`config.mk`:
```
export PLATFORM = sky130hd
export DESIGN_NAME = mpwm_top
export DESIGN_NICKNAME = d
export VERILOG_FILES = /design/src/rtl/mpwm_pkg.sv /design/src/rtl/mpwm_regs.sv /design/src/rtl/mpwm_chan.sv /design/src/rtl/mpwm_top.sv
export SDC_FILE = /design/constraint.sdc
export NUM_CORES = 1
export LEC_CHECK = 0
export BUFFER_PORTS_ARGS = -buffer_cell sky130_fd_sc_hd__buf_2
export CORE_ASPECT_RATIO = 1.75
export CORE_MARGIN = 2
export CORE_UTILIZATION = 35
export DETAILED_ROUTE_END_ITERATION = 16
export GPL_ROUTABILITY_DRIVEN = 0
export PLACE_DENSITY_LB_ADDON = 0.3
export RECOVER_POWER = 50
export SETUP_SLACK_MARGIN = 0.02
export SLEW_MARGIN = 20
export SYNTH_ARGS = -nofsm -noshare
export SYNTH_HDL_FRONTEND = slang
export SYNTH_SLANG_ARGS = --single-unit
```
`constraint.sdc`:
```
create_clock -name clk_i -period 2.51 [get_ports clk_i]
set_input_delay 0.1255 -clock clk_i [delete_from_list [all_inputs] [get_ports clk_i]]
set_output_delay 0.1255 -clock clk_i [all_outputs]
set_load 0.02 [all_outputs]
```
`src/rtl/mpwm_pkg.sv`:
```
package mpwm_pkg;
  localparam int WORD_W   = 32;
  localparam int EN_BIT   = 31;
  localparam int DUTY_LSB = 16;
  localparam int DUTY_W   = 8;
  localparam int DIV_LSB  = 0;
  localparam int DIV_W    = 13;
  localparam int SLOT_LSB = 4;

  localparam logic [WORD_W-1:0] LIVE_MASK =
      (WORD_W'(1) << EN_BIT)
    | (((WORD_W'(1) << DUTY_W) - WORD_W'(1)) << DUTY_LSB)
    | (((WORD_W'(1) << DIV_W) - WORD_W'(1)) << DIV_LSB);

  typedef struct packed {
    logic              en;
    logic [DUTY_W-1:0] duty;
    logic [DIV_W-1:0]  div;
  } cfg_t;

  localparam int CFG_W = $bits(cfg_t);

  function automatic cfg_t cfg_from_word(input logic [WORD_W-1:0] w);
    cfg_t c;
    c.en   = w[EN_BIT];
    c.duty = w[DUTY_LSB +: DUTY_W];
    c.div  = w[DIV_LSB +: DIV_W];
    return c;
  endfunction

  function automatic logic [WORD_W-1:0] word_from_cfg(input cfg_t c);
    logic [WORD_W-1:0] w;
    w = '0;
    w[EN_BIT]               = c.en;
    w[DUTY_LSB +: DUTY_W]   = c.duty;
    w[DIV_LSB +: DIV_W]     = c.div;
    return w;
  endfunction
endpackage

```
`src/rtl/mpwm_regs.sv`:
```
module mpwm_regs
  import mpwm_pkg::*;
#(
  parameter int NUM_CH = 4,
  parameter int ADDR_W = 8
) (
  input  logic                    clk_i,
  input  logic                    rst_ni,
  input  logic                    sel_i,
  input  logic                    wr_i,
  input  logic [ADDR_W-1:0]       addr_i,
  input  logic [WORD_W-1:0]       wdata_i,
  output logic [WORD_W-1:0]       rdata_o,
  output cfg_t [NUM_CH-1:0]       cfg_o
);
  localparam int SLOT_W = ADDR_W - SLOT_LSB;
  localparam logic [SLOT_W:0] SLOT_CNT = (SLOT_W+1)'(NUM_CH);

  logic [SLOT_W-1:0] slot;
  logic              hit;
  cfg_t [NUM_CH-1:0] cfg_q;

  assign slot = addr_i[ADDR_W-1:SLOT_LSB];
  // only word 0 of an existing slot is backed
  assign hit  = (addr_i[SLOT_LSB-1:0] == '0) && ({1'b0, slot} < SLOT_CNT);

  always_ff @(posedge clk_i or negedge rst_ni) begin
    if (!rst_ni) begin
      cfg_q <= '0;
    end else if (sel_i && wr_i && hit) begin
      for (int c = 0; c < NUM_CH; c++) begin
        if (slot == SLOT_W'(c)) cfg_q[c] <= cfg_from_word(wdata_i);
      end
    end
  end

  always_comb begin
    rdata_o = '0;
    if (sel_i && !wr_i && hit) begin
      for (int c = 0; c < NUM_CH; c++) begin
        if (slot == SLOT_W'(c)) rdata_o = word_from_cfg(cfg_q[c]);
      end
    end
  end

  assign cfg_o = cfg_q;
endmodule

```
`src/rtl/mpwm_chan.sv`:
```
module mpwm_chan
  import mpwm_pkg::*;
(
  input  logic clk_i,
  input  logic rst_ni,
  input  cfg_t cfg_i,
  output logic pwm_o
);
  logic              run_q;
  logic [DIV_W-1:0]  pre_q;
  logic [DIV_W-1:0]  div_act_q;
  logic [DUTY_W-1:0] frm_q;
  logic [DUTY_W-1:0] duty_act_q;
  logic              tick;
  logic              frame_end;
  logic              load;

  assign tick      = run_q && (pre_q == div_act_q);
  assign frame_end = tick && (frm_q == '1);
  // staged values are taken on start-up or on a frame boundary only
  assign load      = cfg_i.en && (!run_q || frame_end);

  always_ff @(posedge clk_i or negedge rst_ni) begin
    if (!rst_ni) begin
      run_q      <= 1'b0;
      pre_q      <= '0;
      frm_q      <= '0;
      div_act_q  <= '0;
      duty_act_q <= '0;
    end else if (!cfg_i.en) begin
      run_q <= 1'b0;
      pre_q <= '0;
      frm_q <= '0;
    end else if (load) begin
      run_q      <= 1'b1;
      pre_q      <= '0;
      frm_q      <= '0;
      div_act_q  <= cfg_i.div;
      duty_act_q <= cfg_i.duty;
    end else if (tick) begin
      pre_q <= '0;
      frm_q <= frm_q + DUTY_W'(1);
    end else begin
      pre_q <= pre_q + DIV_W'(1);
    end
  end

  assign pwm_o = cfg_i.en && run_q && (frm_q < duty_act_q);
endmodule

```
`src/rtl/mpwm_top.sv`:
```
module mpwm_top
  import mpwm_pkg::*;
#(
  parameter int NUM_CH = 4,
  parameter int ADDR_W = 8
) (
  input  logic              clk_i,
  input  logic              rst_ni,
  input  logic              sel_i,
  input  logic              wr_i,
  input  logic [ADDR_W-1:0] addr_i,
  input  logic [31:0]       wdata_i,
  output logic [31:0]       rdata_o,
  output logic [NUM_CH-1:0] pwm_o
);
  cfg_t [NUM_CH-1:0] cfg;

  mpwm_regs #(.NUM_CH(NUM_CH), .ADDR_W(ADDR_W)) u_regs (
    .clk_i   (clk_i),
    .rst_ni  (rst_ni),
    .sel_i   (sel_i),
    .wr_i    (wr_i),
    .addr_i  (addr_i),
    .wdata_i (wdata_i),
    .rdata_o (rdata_o),
    .cfg_o   (cfg)
  );

  for (genvar c = 0; c < NUM_CH; c++) begin : g_ch
    mpwm_chan u_chan (
      .clk_i  (clk_i),
      .rst_ni (rst_ni),
      .cfg_i  (cfg[c]),
      .pwm_o  (pwm_o[c])
    );
  end
endmodule

```
==> impl_metrics.yaml, run 1 <==
yosys:
  postSynthCellCount: 1575
  yosys_warnings: 0
  synthFlopType: "dfrtp_1"
  synth_edf_count: 0
  netlist_area_um2: 15100
  synthArstFlopShare_pct: 100
  ys_ff_latch: 260
  synth.avg_cell_area_um2: 9.56
  yosysUniqueCellTypes: 54
  ys_seq_area_share_pct: 43.2
critical_path:
  cp_max_fo: 3
  cp-end-kind: "output port"
  crit_chain: "inv_1, ha_1, a21o_1, a21oi_1, o21ai_0, a31oi_1, buf_4"
  critPathSlowestCell: "dfrtp_1"
  slowest_delay_ns: 0.36
  crit_type: "reg -> out"
  start_kind: "register"
  worstPathArrival_ns: 2.20
  required_ns: 2.38
clock_tree:
  cts_buffers: 27
  worstSkewPairLatency_ns: 0.56
  htree_levels: 1
  clkTransAtPathRegs_ns: 0.06
  cts_tree: "yes"
  cts.path.max_buffers: 3
  clkSinkCount: 260
  cts-root-buf: "clkbuf_16"
floorplanning:
  die_y_um: 278
  row_count: 100
  core_area_um2: 42500
  dieArea_um2: 44800
  io_pins: 80
  initial_utilization_pct: 35.4
  die_x_um: 161
drt:
  avgRoutedWirePerCell_um: 19.2
  routed_wirelength_um: 42100
  drtIter0Drc: 858
  vias_per_cell: 5.61
  via_count: 12300
  first_pass_iters: 5
  ant_nets: 0
  drc_errors: 0
pwr:
  power_w: 0.00903
  ir_worst_vdd_uv: 456
  p_per_area_nw_per_um2: 525
  p_leak_nw: 7.87
final_layout:
  synthToLayoutAreaGrowth_pct: 14.2
  stdcell_count: 2194
  n_antenna_cell: 0
  drive_above_1_share_pct: 16.2
  nets: 1692
  fillerInstances: 4109
place:
  place_hpwl_um: 29800
  place.port_buffers: 59
  dpl.cell_count: 2121
global_routing:
  overflow: 0
  antenna_found_initial: 3
  grt_pass1_wl_um: 67400
  grtUsageTotal_pct: 18.7
  grt_pass1_vias: 12000
  grt_max_degree: 66
outcome:
  violations: "capacitance limit, slew limit"
  status: "complete, but fails checks"
timing:
  fmax_mhz: 430
  setup_viol: 0
  finalCritPeriodShare_pct: 92.7
  tns_ns: 0
  hold_violations: 0
  maxSlewViolCount: 58
  tightest_slew_ns: 1.71
  grt_setup_unrepaired: "false"
  max_slew_margin_pct: -13.9
  fin_hold_ws_ns: 0.407
  post-route-min-period_ns: 2.33
  fin_worst_skew_ns: 0.0192
job:
  max_cap_violations: 1
worst_hold_path:
  hold_path.class: "in -> reg"
## placed cells by master, fill, tap and decap left out, drive strengths merged, types with 23 or more instances in the layout
cell         instances
a21oi               55
xnor2               57
and3                55
nor2b               32
ha                  36
nor2               115
a221oi              42
xor2                39
nand2              113
nand4               37
a311o               23
dlygate4sd3         23
o211ai              70
nand3              143
mux2                88
dfrtp              260
inv                 38
clkbuf              46
buf                101
o211a               26
o21ai               43
## critical path, delay by kind of cell (launching register included)
family | cells | cell delay [ns]
AO/OA/AOI/OAI | 4 | 0.71
buffers and inverters | 2 | 0.27
flip-flops | 1 | 0.36
adder cells (fa/ha/maj) | 1 | 0.29
## worst paths after layout
| check | slack [ns] | to | startpoint | depth (start not counted) |
|---|---|---|---|---|
| hold / removal | 0.41 | u_regs.cfg_o[74] | wdata_i[8] | 3 |
| min in group asynchronous | 0.54 | g_ch[2].u_chan.duty_act_q[4] | rst_ni | 2 |
| setup / recovery | 0.18 | pwm_o[2] | g_ch[2].u_chan.duty_act_q[1] | 7 |
| hold reg to reg | 0.52 | g_ch[2].u_chan.pre_q[0] | g_ch[2].u_chan.pre_q[0] | 1 |
| max in group asynchronous | 0.54 | g_ch[1].u_chan.run_q | rst_ni | 3 |
| setup reg to reg | 0.23 | g_ch[3].u_chan.duty_act_q[3] | g_ch[3].u_chan.frm_q[0] | 6 |
## cells by family (layout without fill, tap and decap cells)
group           after synthesis  count (layout)  synth area share, %
simple gates                585             585                 19.6
compound gates              325             325                 16.1
flops                       260             260                 43.2
buf+inv                     169             218                 4.93
mux                         103             103                 7.58
xor+xnor                     96              96                 5.58
fa+ha+maj                    36              36                 2.99
other cells                   1              10               0.0249
## area by class of cell
type | instances | area [um^2] | share of cell area (%)
Clock buffer | 38 | 787 | 4.58
Sequential cell | 260 | 6510 | 37.8
Clock inverter | 12 | 198 | 1.15
Timing Repair Buffer | 132 | 997 | 5.80
Tap cell | 561 | 702 | 4.08
Multi-Input combinational cell | 1155 | 7870 | 45.8
Inverter | 36 | 135 | 0.786
## synthesized netlist by cell type (2+ instances only)
cell type,number,area share (%)
a211o_1,4,0.23
a21o_1,8,0.40
a21oi_1,55,1.8
a221oi_1,42,2.4
a22oi_1,22,1.1
a311o_1,23,1.5
a311oi_1,4,0.23
a31o_2,10,0.58
a31oi_1,5,0.21
a41oi_1,3,0.17
and2_1,18,0.75
and3_1,55,2.3
and4_1,9,0.52
buf_1,12,0.30
buf_2,14,0.47
buf_4,16,0.80
buf_6,4,0.30
clkbuf_1,87,2.2
dfrtp_1,260,43
ha_1,36,3.0
inv_1,36,0.90
mux2_2,88,6.6
mux2i_1,15,1.0
nand2_1,113,2.8
nand2b_1,5,0.21
nand3_1,143,4.8
nand4_1,37,1.5
nor2_1,115,2.9
nor2b_1,32,1.3
nor3_1,21,0.70
nor4_1,6,0.25
nor4_2,2,0.17
nor4b_1,2,0.12
o211a_1,26,1.7
o211ai_1,70,3.5
o21ai_0,43,1.4
o221a_2,6,0.45
or3_1,18,0.75
xnor2_1,57,3.3
xor2_1,39,2.3
## where the power goes
group / switching [W] / internal (W)
registers: 0.0000227 / 0.00420
logic: 0.000233 / 0.0000920
clock network: 0.00178 / 0.00271
total: 0.00203 / 0.00700
## sequential cells by signal, indices dropped and copies added (netlist names)
name / flops
g_ch.u_chan.pre_q: 52
g_ch.u_chan.frm_q: 32
g_ch.u_chan.div_act_q: 52
g_ch.u_chan.duty_act_q: 32
u_regs.cfg_o: 88
g_ch.u_chan.run_q: 4
## stage by stage
stage | setup WS [ns] | area [um^2] | utilization, %
6_report | 0.184 | 17200 | 40.4
2_1_floorplan | 0.527 | 15100 | -
3_3_place_gp | 0.341 | 16000 | 37.6
3_5_place_dp | 0.282 | 16000 | 37.6
4_1_cts | 0.0259 | 17200 | 40.5
5_1_grt | 0.0217 | 17200 | 40.4
## layer usage
layer	vias to the layer above	GRT usage, %	part of all wire, %
li1	5823	-	-
met1	6123	21.2	39
met2	265	34.4	53
met3	82	2.41	3.6
met4	6	8.95	5.0
met5	-	0	0.095
## repair_timing
item                                    CTS  global route
resized for setup                         0             3
hold buffers                             23             0
endpoints found under the hold margin   232             0
buffers inserted                          0             0
endpoints found under the setup margin    0             3
Power figures use the tool's default switching activity.
==> run 2, diff against run 1 <==
--- a/config.mk
+++ b/config.mk
@@ -9,6 +9,7 @@
 export CORE_ASPECT_RATIO = 1.75
 export CORE_MARGIN = 2
 export CORE_UTILIZATION = 35
+export CTS_BUF_LIST = sky130_fd_sc_hd__clkbuf_4 sky130_fd_sc_hd__clkbuf_8 sky130_fd_sc_hd__clkbuf_16
 export DETAILED_ROUTE_END_ITERATION = 16
 export GPL_ROUTABILITY_DRIVEN = 0
 export PLACE_DENSITY_LB_ADDON = 0.3
==> impl_metrics.yaml, run 2 (synthesis results as in run 1) <==
outcome:
  status: "complete, but fails checks"
  violations: "capacitance limit, slew limit"
critical_path:
  required_ns: 2.38
  cp_max_fo: 3
  start_kind: "register"
  crit_type: "reg -> out"
  worstPathArrival_ns: 2.20
  cp-end-kind: "output port"
place:
  pre_cts_ws_ns: 0.282
  place.port_buffers: 59
  place_hpwl_um: 29800
clock_tree:
  cts_tree: "yes"
  cts-root-buf: "clkbuf_16"
  clkSinkCount: 260
  worstSkewPairLatency_ns: 0.56
  postCtsSetupBuffers: 0
  cts.path.max_buffers: 3
  clkTransAtPathRegs_ns: 0.07
  cts_buffers: 27
  htree_levels: 1
final_layout:
  largest_reg_flops: 88
  nets: 1692
  final_cell_mix: "dfrtp_1 (259), nand3_1 (143), nor2_1 (114)"
  drive_above_1_share_pct: 16.4
  synthToLayoutAreaGrowth_pct: 14.3
  final_common_cell: "dfrtp_1"
  n_antenna_cell: 0
  fillerInstances: 4105
drt:
  vias_per_cell: 5.60
  ant_nets: 0
  routed_wirelength_um: 42100
  drc_errors: 0
  drtIter0Drc: 889
  via_count: 12300
  first_pass_iters: 7
  avgRoutedWirePerCell_um: 19.2
global_routing:
  grt_pass1_vias: 12000
  antenna_found_initial: 3
  grt_max_degree: 66
  overflow: 0
  grt_pass1_wl_um: 67400
  grtUsageTotal_pct: 18.7
floorplanning:
  die_y_um: 278
  io_pins: 80
  row_count: 100
  initial_utilization_pct: 35.4
  die_x_um: 161
  core_area_um2: 42500
  dieArea_um2: 44800
job:
  max_cap_violations: 1
pwr:
  ir_worst_vdd_uv: 456
  p_leak_nw: 7.88
  p_per_area_nw_per_um2: 527
timing:
  tightest_slew_ns: 1.71
  max_slew_margin_pct: -13.8
  post-route-min-period_ns: 2.33
  setup_ws_ns: 0.184
  setup_viol: 0
  tns_ns: 0
  finalCritPeriodShare_pct: 92.7
  fin_worst_skew_ns: 0.0185
  fin_hold_ws_ns: 0.412
  grt_setup_unrepaired: "false"
  maxSlewViolCount: 58
  hold_violations: 0
  fmax_mhz: 430
worst_hold_path:
  hold_path.class: "in -> reg"
==> run 2: cell counts in the layout (fill, tap and decap cells not counted) <==
Identical to the previous run, type by type.
==> run 2: repair_timing <==
| action | in CTS | in global routing |
|---|---|---|
| hold endpoints to repair | 231 | 0 |
| resized for setup | 0 | 3 |
| endpoints found under the setup margin | 0 | 3 |
| hold buffers | 23 | 0 |
==> run 2: routing by layer <==
| layer | GRT usage [%] | routed length (um) | vias to the layer above |
|---|---|---|---|
| met2 | 34.4 | 22300 | 257 |
| met5 | 0 | 40 | - |
| li1 | - | - | 5823 |
| met1 | 21.2 | 16200 | 6113 |
| met4 | 8.95 | 2090 | 6 |
| met3 | 2.41 | 1520 | 84 |
==> run 2: per-stage QoR <==
stage               power [W]  util (%)  std cells  instance area [um^2]
finish                0.00908      40.5       2194                 17200
global route          0.00936      40.5       2194                 17200
CTS                   0.00918      40.5       2194                 17200
detailed placement    0.00461      37.6       2121                 16000
global placement      0.00461      37.6       2121                 16000
floorplan             0.00441         -       1584                 15100
==> run 2: path summary, 6_finish.rpt <==
| path | start | end | slack, ns | cells past startpoint |
|---|---|---|---|---|
| max | g_ch[2].u_chan.duty_act_q[1] | pwm_o[2] | 0.18 | 7 |
| min | wdata_i[1] | u_regs.cfg_o[1] | 0.41 | 3 |
| max reg2reg | g_ch[3].u_chan.frm_q[0] | g_ch[3].u_chan.duty_act_q[3] | 0.21 | 6 |
| min reg2reg | g_ch[2].u_chan.pre_q[0] | g_ch[2].u_chan.pre_q[0] | 0.52 | 1 |
| max in group asynchronous | rst_ni | g_ch[1].u_chan.run_q | 0.53 | 3 |
| min in group asynchronous | rst_ni | g_ch[2].u_chan.duty_act_q[4] | 0.54 | 2 |
==> run 2: final cells by class <==
type | instances | area (um^2) | share of cell area (%)
clock inverter | 12 | 198 | 1.15
tap | 561 | 702 | 4.08
inverter | 36 | 135 | 0.785
sequential | 260 | 6510 | 37.8
multi-input combinational | 1155 | 7870 | 45.7
clock buffer | 38 | 802 | 4.66
timing repair buffer | 132 | 997 | 5.79
==> run 2: report_power, final <==
group	switching [W]	internal, W
Clock	0.00177	0.00275
Sequential	0.0000228	0.00420
Combinational	0.000233	0.0000920
Total	0.00203	0.00705
==> run 2: worst max-delay path: stages, from the launching register on <==
cell and delay, ns:
dfrtp_1 0.36, inv_1 0.06, ha_1 0.29, a21o_1 0.16
a21oi_1 0.16, o21ai_0 0.12, a31oi_1 0.27, buf_4 0.21
